`config.mk`:
```
export PLATFORM = sky130hd
export DESIGN_NAME = i2c_bus_timeout
export DESIGN_NICKNAME = d
export VERILOG_FILES = /design/src/rtl/i2c_bus_timeout.sv
export SDC_FILE = /design/constraint.sdc
export NUM_CORES = 1
export LEC_CHECK = 0
export BUFFER_PORTS_ARGS = -buffer_cell sky130_fd_sc_hd__buf_2
export CAP_MARGIN = 10
export CORE_MARGIN = 2
export CORE_UTILIZATION = 48
export DETAILED_ROUTE_END_ITERATION = 7
export GPL_TIMING_DRIVEN = 0
export MAX_ROUTING_LAYER = met4
export PLACE_DENSITY_LB_ADDON = 0.2
export SLEW_MARGIN = 20
export SYNTH_ARGS = -nofsm -noshare
export SYNTH_HDL_FRONTEND = slang
export SYNTH_SLANG_ARGS = --single-unit
```
`constraint.sdc`:
```
create_clock -name clk -period 1.96 [get_ports clk]
set_input_delay 0.294 -clock clk [delete_from_list [all_inputs] [get_ports clk]]
set_output_delay 0.294 -clock clk [all_outputs]
set_load 0.01 [all_outputs]
```
`src/rtl/i2c_bus_timeout.sv`:
```
module i2c_bus_timeout #(
  parameter int TW = 8
) (
  input  logic          clk,
  input  logic          rst_n,
  input  logic [TW-1:0] to_limit,
  input  logic          start_req,
  input  logic          stop_req,
  input  logic          scl_in,
  input  logic          bit_tick,
  input  logic          flag_clr,
  output logic          to_flag
);
  localparam int CW = TW + 1;

  logic          scl_m, scl_s, scl_d;
  logic [CW-1:0] cnt;
  logic [CW-1:0] lim;
  logic          scl_fall, restart, enabled, expire;

  assign lim      = {1'b0, to_limit};
  assign scl_fall = scl_d & ~scl_s;
  assign restart  = start_req | stop_req | scl_fall;
  assign enabled  = |to_limit;
  assign expire   = enabled & ~restart & bit_tick & (cnt == lim);

  always_ff @(posedge clk or negedge rst_n) begin
    if (!rst_n) begin
      scl_m <= 1'b1;
      scl_s <= 1'b1;
      scl_d <= 1'b1;
    end else begin
      scl_m <= scl_in;
      scl_s <= scl_m;
      scl_d <= scl_s;
    end
  end

  always_ff @(posedge clk or negedge rst_n) begin
    if (!rst_n)
      cnt <= '0;
    else if (restart || !enabled)
      cnt <= '0;
    else if (bit_tick && cnt <= lim)
      cnt <= cnt + 1'b1;
  end

  always_ff @(posedge clk or negedge rst_n) begin
    if (!rst_n)
      to_flag <= 1'b0;
    else if (expire)
      to_flag <= 1'b1;
    else if (flag_clr)
      to_flag <= 1'b0;
  end
endmodule


```
==> results.py <==
metrics = {
    "finish": {
        "stdcell_area_sq_um": 1230,
        "drive_gt1_frac": 0.442,
        "fin_util": 0.722,
        "n_antenna_cell": 0,
        "nNetsFinal": 154,
        "area_delta_synth_final_pct": 44.2,
    },
    "critical_path": {
        "cp_top_family": "simple AND/OR/NAND/NOR gates",
        "cpPeakStageDelay_ps": 480,
        "crit_cells": 6,
        "r2r-start": "cnt[6]",
        "cp.required_ps": 2170,
        "start_kind": "flop",
        "regToRegSetupSlack_ps": -100,
        "cpMaxStageDelayCell": "or4_4",
        "crit_fanout": 4,
        "crit_chain": "ha_1 > nand4b_1 > or4_4 > o311a_4 > or3_4 > a21oi_2",
        "r2r_end": "cnt[2]",
        "critPathKind": "reg -> reg",
        "startpoint": "cnt[6]",
        "worstRegToRegCells": 6,
        "cp.arrival_ps": 2270,
        "worst-path-buf-inv": 0,
        "critical_path.endpoint": "cnt[2]",
        "end_kind": "flop",
    },
    "synth": {
        "netlist-cell-type-count": 30,
        "ys_ff_latch": 13,
        "synth-compound-area-share": 0.190,
        "synth_largest_area_cell": "dfrtp_1",
        "synth_edf_count": 0,
        "ys_warn_count": 0,
        "syn_nets": 118,
        "synth.most_common_cell": "inv_1",
        "async_reset_ff_frac": 1.00,
        "synthTopCellsByArea": "dfrtp_1 29%, ha_1 13%, dfstp_2 9.2%, inv_1 5.7%, o21ai_0 4.1%",
        "muxShareOfSynthArea": 0.0117,
        "syn_avg_cell_area_sq_um": 9.09,
        "netlist_instances": 94,
        "yosys-top-cells-count": "13 x inv_1, 10 x dfrtp_1, 9 x ha_1, 9 x nor2_1, 8 x nand2_1",
        "yosys.area_share.simple": 0.220,
        "synth_top_area_share": 0.293,
        "ys.flop_type": "dfrtp_1",
        "seq_area_frac_synth": 0.385,
        "synth_top_family_by_area": "simple AND/OR/NAND/NOR gates",
        "syn-cell-area_sq_um": 855,
        "synthXorXnorAreaFrac": 0,
        "yosys.area_share.adder": 0.132,
    },
    "cts": {
        "cts.path.max_buffers": 2,
        "clk_pin_slew_ps": 80,
        "root_buffer": "clkbuf_4",
        "cts_buffers": 3,
        "clock_latency_ps": 280,
        "cts_tree": "built",
        "cts.sinks": 13,
        "h-tree-depth": 1,
    },
    "drt": {
        "drcViolationCount": 0,
        "wl_per_cell_microns": 14.8,
        "wl_mm": 2.29,
        "first_pass_iters": 4,
        "routed_via_density": 5.62,
        "first_iter_violations": 8,
        "ant_nets": 0,
        "via_count": 865,
    },
    "global_route": {
        "grtUsageTotal": 0.242,
        "grt_pass1_wl_mm": 3.44,
        "grt_max_degree": 14,
        "antenna_found_initial": 0,
        "grt_pass1_vias": 816,
        "globalRoute.totalOverflow": 0,
    },
    "timing": {
        "tightest_slew_ps": 798,
        "slew_viol_final": 0,
        "fin_crit_ps": 2060,
        "period_share": 1.05,
        "setup_ws_ps": -99.3,
        "skew_ps": 11.3,
        "fmax_ghz": 0.486,
        "slew_headroom": 0.467,
        "report.final.setup_viol": 5,
        "final_hold_viol_count": 0,
        "grt_setup_unrepaired": "true",
    },
    "placed_design": {
        "hpwl_mm": 1.37,
        "placed_area_sq_um": 961,
        "port_buffers": 15,
        "gp_congestion": 0.810,
    },
    "power_and_ir_drop": {
        "ir_drop_mv": 0.423,
        "p_per_area_nw_per_um2": 447,
        "p_leak_uw": 0.000569,
    },
    "floorplanning": {
        "initial_core_util": 0.500,
        "pin_count": 16,
        "core-area_sq_um": 1710,
        "num_rows": 15,
        "die_area_sq_um": 2130,
        "fp.dieH_microns": 46.2,
        "dieWidth_microns": 46.2,
    },
    "hold_path": {
        "holdCritPathClass": "in -> reg",
        "hold_start": "scl_in",
        "worstHoldPathCells": 1,
    },
    "run_status": {
        "status": "finished with violations",
        "violations": "negative setup slack",
    },
    "job": {
        "timing.max_cap.violations": 0,
    },
}
-- layout make-up --
cell class              count  area (sq um)
flip-flops and latches     13           330
multi-input cells          67           578
clock buffers               4          26.3
repair buffers             31           214
fillers                   121           475
inverters                  13          48.8
plain buffers               1          3.75
well taps                  25          31.3
-- repair_timing --
item | 4_1_cts | 5_1_grt
endpoints found under the hold margin | 10 | 0
cloned | 1 | 0
hold buffers | 1 | 0
gates resized for setup | 18 | 10
buffers inserted | 12 | 4
pin swaps | 13 | 7
setup endpoints to repair | 9 | 9
-- metal layers --
layer	GRT usage	share of wire	up-vias
li1	-	-	416
met1	0.282	0.44	411
met2	0.411	0.50	32
met3	0.0353	0.039	6
met4	0.103	0.025	0
met5	-	0	-
-- power by group --
part / internal (uW) / switching (uW) / total (uW)
clock: 79.1 / 88.7 / 168
sequential: 275 / 2.64 / 278
combinational: 50.2 / 55.5 / 106
total: 404 / 147 / 551
-- worst min path at each step --
| stage | endpoint | slack [ps] |
|---|---|---|
| finish | scl_m | 110 |
| floorplan | cnt[0] | -2 |
| CTS | scl_m | 110 |
| global placement | cnt[0] | 190 |
| global route | scl_m | 100 |
| detailed placement | cnt[0] | 190 |
-- state kept, by name, summed over array words and instances, names as in the netlist --
register	flops
scl_s	1
cnt	9
to_flag	1
scl_d	1
scl_m	1
-- cells in the final DEF, fill, tap and decap left out, types with 2 or more instances in the layout --
master    netlist  routed
nor4_1          2       2
and3_1          2       2
dfstp_2         3       3
o21ai_1         0       2
inv_1          13      13
nor2b_1         2       2
nand4_1         3       3
nor2_1          9       6
clkbuf_1        1       2
nor2_2          0       2
buf_2           0      15
dfrtp_1        10       9
nand2_1         8       7
a21oi_1         6       3
ha_1            9       7
a21oi_2         0       3
buf_4           0      13
ha_4            0       2
o21ai_0         7       2
clkbuf_4        0       3
o21ai_2         0       2
nand4b_1        3       3
-- per-stage QoR --
stage | hold WS [ps] | std cells | total power, uW | setup slack (ps) | TNS, ps
after floorplan | -1.59 | 94 | 317 | 5.69 | 0
after global placement | 190 | 134 | 346 | -213 | -1260
after detailed placement | 194 | 134 | 348 | -215 | -1360
after CTS | 106 | 152 | 553 | -93.8 | -353
after global routing | 97.4 | 154 | 579 | -139 | -642
final | 111 | 154 | 551 | -99.3 | -224
-- cell families after synthesis --
kind of cell / Yosys count
AND/OR/NAND/NOR: 35
multiplexers: 1
adder cells (fa/ha/maj): 9
flip-flops: 13
AO/OA/AOI/OAI: 22
buffers and inverters: 14
Power figures use the tool's default switching activity.
